### src/rtl/gs_period_pkg.sv
package gs_period_pkg;
  typedef struct packed {
    logic clear;    // force counter to zero
    logic advance;  // add one to the counter
    logic tick;     // an edge was accepted (new slot)
  } gsStrobes_t;
endpackage

### src/rtl/gs_period_count.sv
module gs_period_count
  import gs_period_pkg::*;
#(
  parameter int CNT_W = 16
) (
  input  logic             clk,
  input  logic             rstN,
  input  gsStrobes_t       strobes,
  output logic [CNT_W-1:0] count,
  output logic             isTerminal,
  output logic             slotStrobe
);
  localparam logic [CNT_W-1:0] LAST = {CNT_W{1'b1}};

  always_ff @(posedge clk or negedge rstN) begin
    if (!rstN) begin
      count      <= '0;
      slotStrobe <= 1'b0;
    end else begin
      if (strobes.clear)        count <= '0;
      else if (strobes.advance) count <= count + 1'b1;
      slotStrobe <= strobes.tick & ~strobes.clear;
    end
  end

  assign isTerminal = (count == LAST);

  p_clear_zero_r2: assert property (@(posedge clk) disable iff (!rstN)
    strobes.clear |=> (count == '0));
  p_step_one_r1: assert property (@(posedge clk) disable iff (!rstN)
    (strobes.advance && !strobes.clear) |=> (count == CNT_W'($past(count) + 1'b1)));
  p_idle_hold_r1: assert property (@(posedge clk) disable iff (!rstN)
    !(strobes.advance || strobes.clear) |=> $stable(count));
endmodule

### src/rtl/gs_period_ctrl.sv
module gs_period_ctrl
  import gs_period_pkg::*;
#(
  parameter int SYNC_STAGES = 2
) (
  input  logic       clk,
  input  logic       rstN,
  input  logic       blankBit,
  input  logic       repeatBit,
  input  logic       tmgRstBit,
  input  logic       extClkSel,
  input  logic       riseEdgeSel,
  input  logic       latchPulse,
  input  logic       intOscClk,
  input  logic       shiftClk,
  input  logic       overTemp,
  input  logic       isTerminal,
  output gsStrobes_t strobes,
  output logic       outEnable
);
  localparam int NUM_REF = 2;

  logic [NUM_REF-1:0] rawRef;
  logic [NUM_REF-1:0] refSynced;
  assign rawRef = {shiftClk, intOscClk};

  for (genvar g = 0; g < NUM_REF; g++) begin : gen_sync
    logic [SYNC_STAGES-1:0] stages;
    always_ff @(posedge clk or negedge rstN) begin
      if (!rstN) stages <= '0;
      else       stages <= {stages[SYNC_STAGES-2:0], rawRef[g]};
    end
    assign refSynced[g] = stages[SYNC_STAGES-1];
  end

  logic refCur, refPrev, refEdge;
  logic blankPrev, active, waitFirst, otHold;
  logic startEv, acceptEdge, wrapEv, endEv;

  assign refCur  = extClkSel ? refSynced[1] : refSynced[0];
  assign refEdge = riseEdgeSel ? (refCur & ~refPrev) : (~refCur & refPrev);

  assign startEv    = !blankBit && (blankPrev || (latchPulse && tmgRstBit));
  assign acceptEdge = active && refEdge && !blankBit && !startEv &&
                      (waitFirst || !isTerminal || repeatBit);
  assign endEv      = active && refEdge && !blankBit && !startEv &&
                      !waitFirst && isTerminal && !repeatBit;

  always_comb begin
    strobes.clear   = blankBit | startEv;
    strobes.tick    = acceptEdge;
    strobes.advance = acceptEdge & ~waitFirst;
  end
  assign wrapEv = strobes.advance & isTerminal;

  always_ff @(posedge clk or negedge rstN) begin
    if (!rstN) begin
      refPrev   <= 1'b0;
      blankPrev <= 1'b1;
      active    <= 1'b0;
      waitFirst <= 1'b0;
      otHold    <= 1'b0;
    end else begin
      refPrev   <= refCur;
      blankPrev <= blankBit;
      if (blankBit) begin
        active    <= 1'b0;
        waitFirst <= 1'b0;
      end else if (startEv) begin
        active    <= 1'b1;
        waitFirst <= 1'b1;
      end else if (acceptEdge && waitFirst) begin
        waitFirst <= 1'b0;
      end else if (endEv) begin
        active    <= 1'b0;
      end
      if (overTemp)                          otHold <= 1'b1;
      else if (otHold && (wrapEv || startEv)) otHold <= 1'b0;
    end
  end

  assign outEnable = active & ~waitFirst & ~otHold;

  p_blank_off_r2: assert property (@(posedge clk) disable iff (!rstN)
    blankBit |=> !outEnable);
  p_ot_off_r11: assert property (@(posedge clk) disable iff (!rstN)
    overTemp |=> !outEnable);
  p_start_gate_r5: assert property (@(posedge clk) disable iff (!rstN)
    startEv |=> !outEnable);
  p_oneshot_stop_r7: assert property (@(posedge clk) disable iff (!rstN)
    endEv |=> (!outEnable && !active));
  p_strobe_onehot_r6: assert property (@(posedge clk) disable iff (!rstN)
    strobes.advance |-> strobes.tick);
endmodule

### src/rtl/gs_period_timer.sv
module gs_period_timer
  import gs_period_pkg::*;
#(
  parameter int CNT_W       = 16,
  parameter int SYNC_STAGES = 2
) (
  input  logic             clk,
  input  logic             rstN,
  input  logic             blankBit,
  input  logic             repeatBit,
  input  logic             tmgRstBit,
  input  logic             extClkSel,
  input  logic             riseEdgeSel,
  input  logic             latchPulse,
  input  logic             intOscClk,
  input  logic             shiftClk,
  input  logic             overTemp,
  output logic [CNT_W-1:0] gsCount,
  output logic             countStrobe,
  output logic             outEnable
);
  gsStrobes_t strobes;
  logic       isTerminal;

  gs_period_ctrl #(.SYNC_STAGES(SYNC_STAGES)) u_ctrl (
    .clk(clk), .rstN(rstN), .blankBit(blankBit), .repeatBit(repeatBit),
    .tmgRstBit(tmgRstBit), .extClkSel(extClkSel), .riseEdgeSel(riseEdgeSel),
    .latchPulse(latchPulse), .intOscClk(intOscClk), .shiftClk(shiftClk),
    .overTemp(overTemp), .isTerminal(isTerminal), .strobes(strobes),
    .outEnable(outEnable)
  );

  gs_period_count #(.CNT_W(CNT_W)) u_count (
    .clk(clk), .rstN(rstN), .strobes(strobes), .count(gsCount),
    .isTerminal(isTerminal), .slotStrobe(countStrobe)
  );

  p_strobe_single_r6: assert property (@(posedge clk) disable iff (!rstN)
    countStrobe |=> !countStrobe);
endmodule

### config.mk
export PLATFORM = sky130hd
export DESIGN_NAME = gs_period_timer
export DESIGN_NICKNAME = d
export VERILOG_FILES = /design/src/rtl/gs_period_pkg.sv /design/src/rtl/gs_period_count.sv /design/src/rtl/gs_period_ctrl.sv /design/src/rtl/gs_period_timer.sv
export SDC_FILE = /design/constraint.sdc
export NUM_CORES = 1
export LEC_CHECK = 0
export BUFFER_PORTS_ARGS = -buffer_cell sky130_fd_sc_hd__buf_2
export CAP_MARGIN = 25
export CORE_AREA = 2 2 52 54
export DETAILED_ROUTE_END_ITERATION = 8
export DIE_AREA = 0 0 54 56
export GPL_ROUTABILITY_DRIVEN = 0
export PLACE_DENSITY = 0.82
export RECOVER_POWER = 50
export SYNTH_ARGS = -nofsm -noshare
export SYNTH_HDL_FRONTEND = slang
export SYNTH_SLANG_ARGS = --single-unit
### constraint.sdc
create_clock -name clk -period 5.2 [get_ports clk]
set_input_delay 0.52 -clock clk [delete_from_list [all_inputs] [get_ports clk]]
set_output_delay 0.52 -clock clk [all_outputs]
set_load 0.02 [all_outputs]
==> results of run 1 <==
==> logic make-up after synthesis <==
family / count (synthesis) / synth area share [%]
compound gates: 32 / 17.6
simple gates: 54 / 23.5
mux: 4 / 4.34
fa+ha+maj: 1 / 0.965
xor+xnor: 2 / 1.35
flops: 26 / 50.3
buf+inv: 5 / 2.03
==> cells in the final DEF (no fill, tap or decap), types with 2 or more instances in the layout <==
cell,n
o311a_1,2
nor3b_1,3
or4_1,9
o211ai_1,3
o31ai_1,8
nand4_1,3
nand3_1,6
dfrtp_1,25
and3_1,3
buf_2,23
inv_1,2
nor2_1,6
clkbuf_1,5
nand2_1,15
nand2b_1,2
mux2i_1,3
clkbuf_4,3
a21oi_1,13
nand3b_1,2
==> area by class of cell <==
| class | instances | area, sq um | share of cell area, % |
|---|---|---|---|
| inverter | 2 | 7.51 | 0.507 |
| tap | 30 | 37.5 | 2.53 |
| sequential | 26 | 652 | 44.0 |
| clock buffer | 4 | 36.3 | 2.45 |
| timing repair buffer | 28 | 134 | 9.04 |
| multi-input combinational | 93 | 614 | 41.5 |
==> final timing paths <==
kind                                               from  slack (ns)                      endpoint
max                        u_ctrl.gen_sync[0].stages[1]        2.96             u_count.count[15]
min                                            shiftClk        0.30  u_ctrl.gen_sync[1].stages[0]
max reg2reg                u_ctrl.gen_sync[0].stages[1]        2.96             u_count.count[15]
min reg2reg                u_ctrl.gen_sync[1].stages[0]        0.37  u_ctrl.gen_sync[1].stages[1]
max in group asynchronous                          rstN        3.96  u_ctrl.gen_sync[1].stages[1]
min in group asynchronous                          rstN        0.46             u_count.count[13]
==> stage by stage <==
| step | hold WS, ns | worst slack, ns |
|---|---|---|
| global route | 0.286 | 2.73 |
| CTS | 0.185 | 3.04 |
| floorplan | 0.224 | 3.12 |
| detailed placement | 0.338 | 2.78 |
| global placement | 0.333 | 2.86 |
| finish | 0.300 | 2.96 |
==> sequential cells by signal, summed over array words and instances (netlist names) <==
register	flops
u_ctrl.otHold	1
u_ctrl.active	1
u_ctrl.refPrev	1
u_count.count	16
u_count.slotStrobe	1
u_ctrl.gen_sync.stages	4
u_ctrl.waitFirst	1
u_ctrl.blankPrev	1
==> routing by layer <==
layer  vias to the layer above  routed length (um)
met5                         -                   0
met4                         0                  34
met3                         4                 156
met2                        38                1280
met1                       534                1210
li1                        528                   -
==> power by group <==
| part | switching [mW] | internal [mW] |
|---|---|---|
| Sequential | 0.00333 | 0.207 |
| Combinational | 0.0150 | 0.00858 |
| Clock | 0.0578 | 0.0428 |
| Total | 0.0761 | 0.258 |
==> results.md, run 1 <==
* CP top delay family: multiplexers
* Routed vias/inst at 6.03
* WP data required at 5.44 ns
* Core Util, Final at 60.9%
* Clk_skew at 0.00920 ns
* Slew margin rel. at 11.8%
* RSZ-0062 raised after global routing: no
* MaxCap Viol Count at 0
* Initial DRC count at 20
* Post-DP Area at 1460 sq um
* # port buffers at 28
* Core ar. at 2430 sq um
* DP Wirelength at 1.95 mm
* Routed Antenna Nets at 0
* Area delta synth->final at 14.3%
* Post-CTS setup buffers at 0
* WL per Instance at 14.6 um
* Resize count post-CTS at 0
* Worst Hold Class: in2reg
* Final Cell Area at 1480 sq um
* CTS buffer count at 3
* Final Hold Fails at 0
* I/O pins at 29
* Worst setup EP type: flip-flop
* ANT cells at 0
* Vias in the first global route at 998
* Fillers at 225
* WS Path Type: reg2reg
* Synth cell count leaders: 25 x dfrtp_1, 15 x nand2_1, 13 x a21oi_1, 9 x or4_1, 8 x o31ai_1
* Setup violators final at 0
* Synth unique cells at 35
* Hold-fix buffers, CTS at 0
* Initial cell density of the core at 53.3%
* # DRC at 0
* Via Count at 1104
* Most instantiated library cell after synthesis: dfrtp_1
* Largest net degree at the start of global routing at 27
* Sum Neg Setup Slack at 0 ns
* Placed Cells at 179
* Die ar. at 3020 sq um
* Final wirelength at 2.68 mm
* Met2 GRT Util at 30.7%
* Root Buffer: clkbuf_4
* Clock transition at the registers of the reported paths at 0.14 ns
* Worst Path Buf+Inv at 0
* Pwr Density at 226 nW/um^2
* Final Power at 334 uW
* Met1 global-route usage at 26.9%
* CP Launch Type: flip-flop
* GR Util met3 at 3.23%
* Max rail drop VDD at 0.195 mV
* FF+latch count, synth at 26
* Row cnt at 18
* Critical Path Fanout Max at 19
* Crit path DAT at 2.48 ns
* Layout cells sized above 1 at 20.3%
* CTS H-tree depth at 1
* Count of warnings emitted by yosys at 0
* GRT overflow at 0
* Max Transition Viols Final at 0
* Worst-Margin Slew at 1.32 ns
* Worst path cell trace: mux2i_1 -> mux2i_4 -> o311ai_4 -> or4_1 -> a21oi_1
* Pre-antenna DRT Iters at 5
* Post-layout min period at 2.24 ns
* Post-Synthesis Cells at 124
* CTS tree: yes
* Worst-case clock buffer depth at 2
* Post-synth EDFFs at 0
* Clock sink total at 26
* Max Clk Rate at 0.446 GHz
* Seq/Total Area, Yosys at 50.3%
* Synthesized area at 1300 sq um
* Max stage delay on crit path at 0.55 ns
* R2r worst-path depth at 5
* Worst hold path stage count at 1
* First-pass GRT wire length at 4.46 mm
* Synth area leader: dfrtp_1
* Gr busiest metal: met2
* Ys async rst share at 100%
* Status: complete, no violations
* Yosys top cell area share at 48.3%
* Post-Syn Nets at 136
* Initial antenna violation count at 0
* Average size of a mapped cell at 10.5 sq um
* Top_reg_cell synth: dfrtp_1
* Fin crit share at 43.1%
* Fin cells at 183
* Area contributors post-synth: dfrtp_1 48%, or4_1 5.2%, a21oi_1 5.0%
* Leak pwr at 0.635 nW
* Clk Latency, worst-skew pair at 0.32 ns
* Die W at 54 um
* Nets at 166
* Die H at 56 um
* GRT Total Usage at 19.8%
* WP depth at 5
* Crit-path slowest cell: or4_1
Note: power is estimated with default switching activity, not from simulation.
==> inputs of run 2 (changes only) <==
- CORE_AREA: 2 2 52 54 -> 2 2 53 55
- DIE_AREA: 0 0 54 56 -> 0 0 55 57
- PLACE_DENSITY: 0.82 -> 0.8
- clock period: 5.2 -> 2.2 ns (I/O delays scaled with it)
==> results.md, run 2 (synthesized netlist as in run 1, its figures left out) <==
* Crit-path slowest cell: or4_1
* Max Transition Viols Final at 0 (unchanged)
* Final Power at 776 uW (+130%)
* Status: complete, no violations
* Final Hold Fails at 0 (unchanged)
* CTS buffer count at 3 (unchanged)
* Slew margin rel. at 7.00% (-4.8 points)
* Biggest regs: u_count.count x16, u_ctrl.gen_sync.stages x4
* I/O pins at 29 (unchanged)
* Routed vias/inst at 5.81 (-3.7%)
* Initial cell density of the core at 49.6% (-3.7 points)
* Clk Latency, worst-skew pair at 0.33 ns (about the same)
* WL per Instance at 14.2 um (-3.2%)
* Most used cell, CP: mux2i_4
* Pre-antenna DRT Iters at 4 (-1)
* Fillers at 238 (+5.8%)
* Worst setup EP type: flip-flop
* # port buffers at 28 (unchanged)
* Clock sink total at 26 (unchanged)
* Critical Path Fanout Max at 19 (unchanged)
* Max stage delay on crit path at 0.56 ns (about the same)
* CTS H-tree depth at 1 (unchanged)
* Post-layout min period at 2.05 ns (-0.196 ns)
* Final wirelength at 2.71 mm (+1.1%)
* Clock transition at the registers of the reported paths at 0.13 ns (about the same)
* Worst-Margin Slew at 1.40 ns (+0.0723 ns)
* First-pass GRT wire length at 4.39 mm (-1.7%)
* Reg-to-Reg End: u_count.count[15]
* CTS tree: yes
* WP data required at 2.46 ns (-2.98 ns)
* Routed Antenna Nets at 0 (unchanged)
* GRT overflow at 0 (unchanged)
* Worst-case clock buffer depth at 2 (unchanged)
* Fin crit share at 93.0% (+50 points)
* Pwr Density at 502 nW/um^2 (+120%)
* Setup violators final at 0 (unchanged)
* Vias in the first global route at 1001 (+0.30%)
* Crit path DAT at 2.31 ns (-0.17 ns)
* Sum Neg Setup Slack at 0 ns (unchanged)
* Core ar. at 2620 sq um (+7.5%)
* Max Clk Rate at 0.489 GHz (+9.6%)
* Max rail drop VDD at 0.395 mV (+100%)
* RSZ-0062 raised after global routing: no
* DP Wirelength at 1.97 mm (+0.96%)
* CP Launch Type: flip-flop
* Die W at 55 um (+1.9%)
* Largest register FFs at 16 (unchanged)
* MaxCap Viol Count at 0 (unchanged)
* ANT cells at 0 (unchanged)
* Layout cells sized above 1 at 21.9% (+1.6 points)
* R2r worst-path depth at 5 (unchanged)
* WS Path Type: reg2reg
* Area delta synth->final at 19.2%
* Row cnt at 19 (+1)
* Crit path from: u_ctrl.gen_sync[0].stages[1]
* Most frequent cells in the layout: 25 x dfrtp_1, 23 x buf_2, 15 x nand2_1
* Leak pwr at 0.658 nW (+3.6%)
* GRT Total Usage at 19.4% (-0.36 points)
* Largest net degree at the start of global routing at 27 (unchanged)
* Worst path cell trace: mux2i_4 -> mux2i_4 -> o311ai_4 -> or4_1 -> a21oi_1
* Post-CTS setup buffers at 0 (unchanged)
* Commonest non-fill, non-tap cell in the layout: dfrtp_1
* # DRC at 0 (unchanged)
* Via Count at 1110 (+0.54%)
* Reg-to-Reg Start: u_ctrl.gen_sync[0].stages[1]
* Clk_skew at 0.00672 ns (-0.00248 ns)
* Most flop-heavy register: u_count.count
* CP endpoint: u_count.count[15]
* Die ar. at 3140 sq um (+3.7%)
* Nets at 173 (+4.2%)
* Worst Hold Class: in2reg
* Die H at 57 um (+1.8%)
* Worst slack, placed at 0.102 ns (-2.68 ns)
* Initial antenna violation count at 0 (unchanged)
* Root Buffer: clkbuf_4
* Fin worst setup slack at 0.153 ns (-2.80 ns)
* R2r setup slk at 0.15 ns (-2.80 ns)
* Initial DRC count at 17 (-15%)
==> run 2: cell types whose count changed in the layout (fill, tap and decap cells not counted) <==
cell	delta
mux2i_4	+1
buf_4	+4
mux2i_1	-1
dlygate4sd3_1	+3
clkbuf_1	+1
clkbuf_8	-1
==> run 2: cell type report <==
class	instances	area, sq um	area share (%)
Tap cell	31	38.8	2.51
Sequential cell	26	652	42.2
Clock buffer	4	26.3	1.70
Inverter	2	7.51	0.486
Multi-Input combinational cell	93	627	40.6
Timing Repair Buffer	35	194	12.6
==> run 2: critical path, delay by kind of cell (launching register included) <==
kind | cells | cell delay [ns]
compound gates | 2 | 0.42
flops | 1 | 0.42
mux | 2 | 0.58
simple gates | 1 | 0.56
==> run 2: layer usage <==
metal / wire (um) / global-route usage [%] / vias to the layer above
met4: 57 / 11.8 / 0
met1: 1240 / 26.1 / 530
met2: 1290 / 29.1 / 30
li1: - / - / 544
met5: 0 / 0 / -
met3: 115 / 2.88 / 6
==> run 2: worst min-delay path by stage <==
stage | startpoint | endpoint | slack (ns) | depth (start not counted)
floorplan | rstN | u_count.count[0] | -0.08 | 0
global placement | rstN | u_ctrl.gen_sync[0].stages[0] | 0.25 | 1
detailed placement | rstN | u_count.count[1] | 0.25 | 1
CTS | blankBit | u_ctrl.blankPrev | 0.03 | 1
global route | blankBit | u_ctrl.blankPrev | 0.09 | 1
finish | blankBit | u_ctrl.blankPrev | 0.09 | 1
==> run 2: repair_timing <==
| action | CTS | global route |
|---|---|---|
| gates resized for setup | 0 | 1 |
| endpoints found under the hold margin | 27 | 0 |
| hold buffers | 3 | 0 |
| endpoints found under the setup margin | 0 | 5 |
==> run 2: power breakdown <==
part	internal, mW	switching, mW
clock	0.0712	0.142
sequential	0.489	0.00898
combinational	0.0269	0.0372
==> run 2: through the flow <==
step                      hold slack (ns)  instances  util [%]  cell area, sq um
after global placement              0.245        184      56.8              1490
final                              0.0857        191      59.1              1550
after CTS                          0.0319        191      59.0              1540
after floorplan                   -0.0756        124         -              1300
after detailed placement            0.254        184      56.8              1490
after global routing               0.0855        191      59.1              1550
==> inputs of run 3 (changes only) <==
- REMOVE_ABC_BUFFERS: default -> 1
==> results.md, run 3 (synthesized netlist as in run 1, its figures left out) <==
* CTS buffer count at 3 (unchanged)
* CTS tree: yes
* Fin crit share at 93.4% (+0.37 points)
* Setup violators final at 0 (unchanged)
* Worst-case clock buffer depth at 2 (unchanged)
* Clk network pwr share at 37.4% (+9.9 points)
* Max rail drop VDD at 0.352 mV (-11%)
* Max Transition Viols Final at 0 (unchanged)
* Worst-Margin Slew at 1.36 ns (-0.0313 ns)
* Critical Path Fanout Max at 19 (unchanged)
* Status: complete, no violations
* Final wirelength at 2.76 mm (+2.1%)
* Initial DRC count at 17 (unchanged)
* Worst path cell trace: mux2i_4 -> mux2i_4 -> o311ai_4 -> or4_1 -> a21oi_1
* I/O pins at 29 (unchanged)
* Area delta synth->final at 22.4%
* Clock transition at the registers of the reported paths at 0.16 ns (+0.03 ns)
* Largest register FFs at 16 (unchanged)
* Initial cell density of the core at 49.6% (unchanged)
* Commonest non-fill, non-tap cell in the layout: dfrtp_1
* Die W at 55 um (unchanged)
* Layout cells sized above 1 at 23.5% (+1.6 points)
* RSZ-0062 raised after global routing: no
* Routed vias/inst at 5.74 (-1.3%)
* Most frequent cells in the layout: 25 x dfrtp_1, 23 x buf_2, 15 x nand2_1
* Die ar. at 3140 sq um (unchanged)
* Max Clk Rate at 0.487 GHz (-0.40%)
* Crit path DAT at 2.33 ns (+0.02 ns)
* WL per Instance at 14.3 um (+1.0%)
* Net Sw Frac at 21.8% (-2.4 points)
* Clk_skew at 0.0165 ns (+0.00975 ns)
* DP Wirelength at 1.96 mm (-0.47%)
* Worst Hold Class: in2reg
* Most flop-heavy register: u_count.count
* Die H at 57 um (unchanged)
* Worst Path Buf+Inv at 0 (unchanged)
* Most used cell, CP: mux2i_4
* Max stage delay on crit path at 0.57 ns (about the same)
* GRT Total Usage at 19.4% (-0.053 points)
* Internal Power at 701 uW (+19%)
* Core ar. at 2620 sq um (unchanged)
* Fin worst setup slack at 0.145 ns (-0.00823 ns)
* # port buffers at 28 (unchanged)
* NetSw at 196 uW (+3.9%)
* Vias in the first global route at 1035 (+3.4%)
* First-pass GRT wire length at 4.57 mm (+4.2%)
* Worst slack, placed at 0.0501 ns (-0.0515 ns)
* Nets at 175 (+1.2%)
* ANT cells at 0 (unchanged)
* Pre-antenna DRT Iters at 4 (unchanged)
* Crit-path slowest cell: or4_1
* Row cnt at 19 (unchanged)
* Root Buffer: clkbuf_4
* Biggest regs: u_count.count x16, u_ctrl.gen_sync.stages x4
* Clock sink total at 26 (unchanged)
* GRT overflow at 0 (unchanged)
* CP Launch Type: flip-flop
* Final Power at 896 uW (+16%)
* Post-layout min period at 2.06 ns (+0.00823 ns)
* CP top delay family: multiplexers
* # DRC at 0 (unchanged)
* Leak pwr at 0.679 nW (+3.2%)
* CTS H-tree depth at 1 (unchanged)
* Initial antenna violation count at 0 (unchanged)
* WS Path Type: reg2reg
* MaxCap Viol Count at 0 (unchanged)
* Via Count at 1107 (-0.27%)
* Clk Latency, worst-skew pair at 0.33 ns (about the same)
* Pwr Density at 565 nW/um^2 (+13%)
* Hold Slack at 0.0793 ns (-0.00646 ns)
* Slew margin rel. at 9.08% (+2.1 points)
* WP data required at 2.47 ns (about the same)
* Final Hold Fails at 0 (unchanged)
* Core Util, Final at 60.7% (+1.6 points)
* Routed Antenna Nets at 0 (unchanged)
* Combinational share of power at 7.1% (-1.2 points)
* Sequential fraction of design power at 55.5% (-8.7 points)
* Worst setup EP type: flip-flop
* Largest net degree at the start of global routing at 27 (unchanged)
* Sum Neg Setup Slack at 0 ns (unchanged)
## run 3: changes by cell type in the layout (fill, tap and decap cells not counted), sizes merged
cell,delta
clkbuf,-1
buf,+2
bufinv,+1
## run 3: area by class of cell
| cell class | count | area, sq um |
|---|---|---|
| clock buffers | 3 | 22.5 |
| multi-input cells | 93 | 627 |
| well taps | 31 | 38.8 |
| repair buffers | 37 | 209 |
| fillers | 231 | 1030 |
| clock inverters | 1 | 30.0 |
| inverters | 2 | 7.51 |
| flip-flops and latches | 26 | 652 |
## run 3: per-stage QoR
| step | instance area, sq um | instances |
|---|---|---|
| floorplan | 1280 | 121 |
| global placement | 1490 | 184 |
| detailed placement | 1490 | 184 |
| CTS | 1570 | 191 |
| global route | 1590 | 193 |
| finish | 1590 | 193 |
## run 3: metal layers
metal | global-route usage, % | wire length (um)
met2 | 31.0 | 1330
met5 | 0 | 0
met3 | 2.88 | 109
met1 | 27.0 | 1300
met4 | 5.92 | 24
## run 3: timing repair
item	4_1_cts	5_1_grt
hold endpoints to repair	27	0
buffers inserted	0	2
resized for setup	0	1
hold buffers	3	0
setup endpoints to repair	0	6
## run 3: worst paths after layout
path                            cells past startpoint  slack (ns)                    startpoint                      endpoint
worst max register to register                      5        0.14  u_ctrl.gen_sync[0].stages[1]             u_count.count[15]
worst min-delay path                                2        0.08                      overTemp                 u_ctrl.otHold
worst min register to register                      0        0.36  u_ctrl.gen_sync[0].stages[0]  u_ctrl.gen_sync[0].stages[1]
min in group asynchronous                           2        0.69                          rstN             u_count.count[10]
worst max-delay path                                5        0.14  u_ctrl.gen_sync[0].stages[1]             u_count.count[15]
max in group asynchronous                           2        0.69                          rstN              u_count.count[1]
## run 3: power by group through the flow
stage          combinational (mW)  clock, mW  sequential, mW
4_1_cts                    0.0639      0.341           0.497
2_1_floorplan              0.0302          0           0.504
5_1_grt                    0.0704      0.357           0.500
6_report                   0.0638      0.335           0.498
3_3_place_gp               0.0573          0           0.505
3_5_place_dp               0.0599          0           0.506
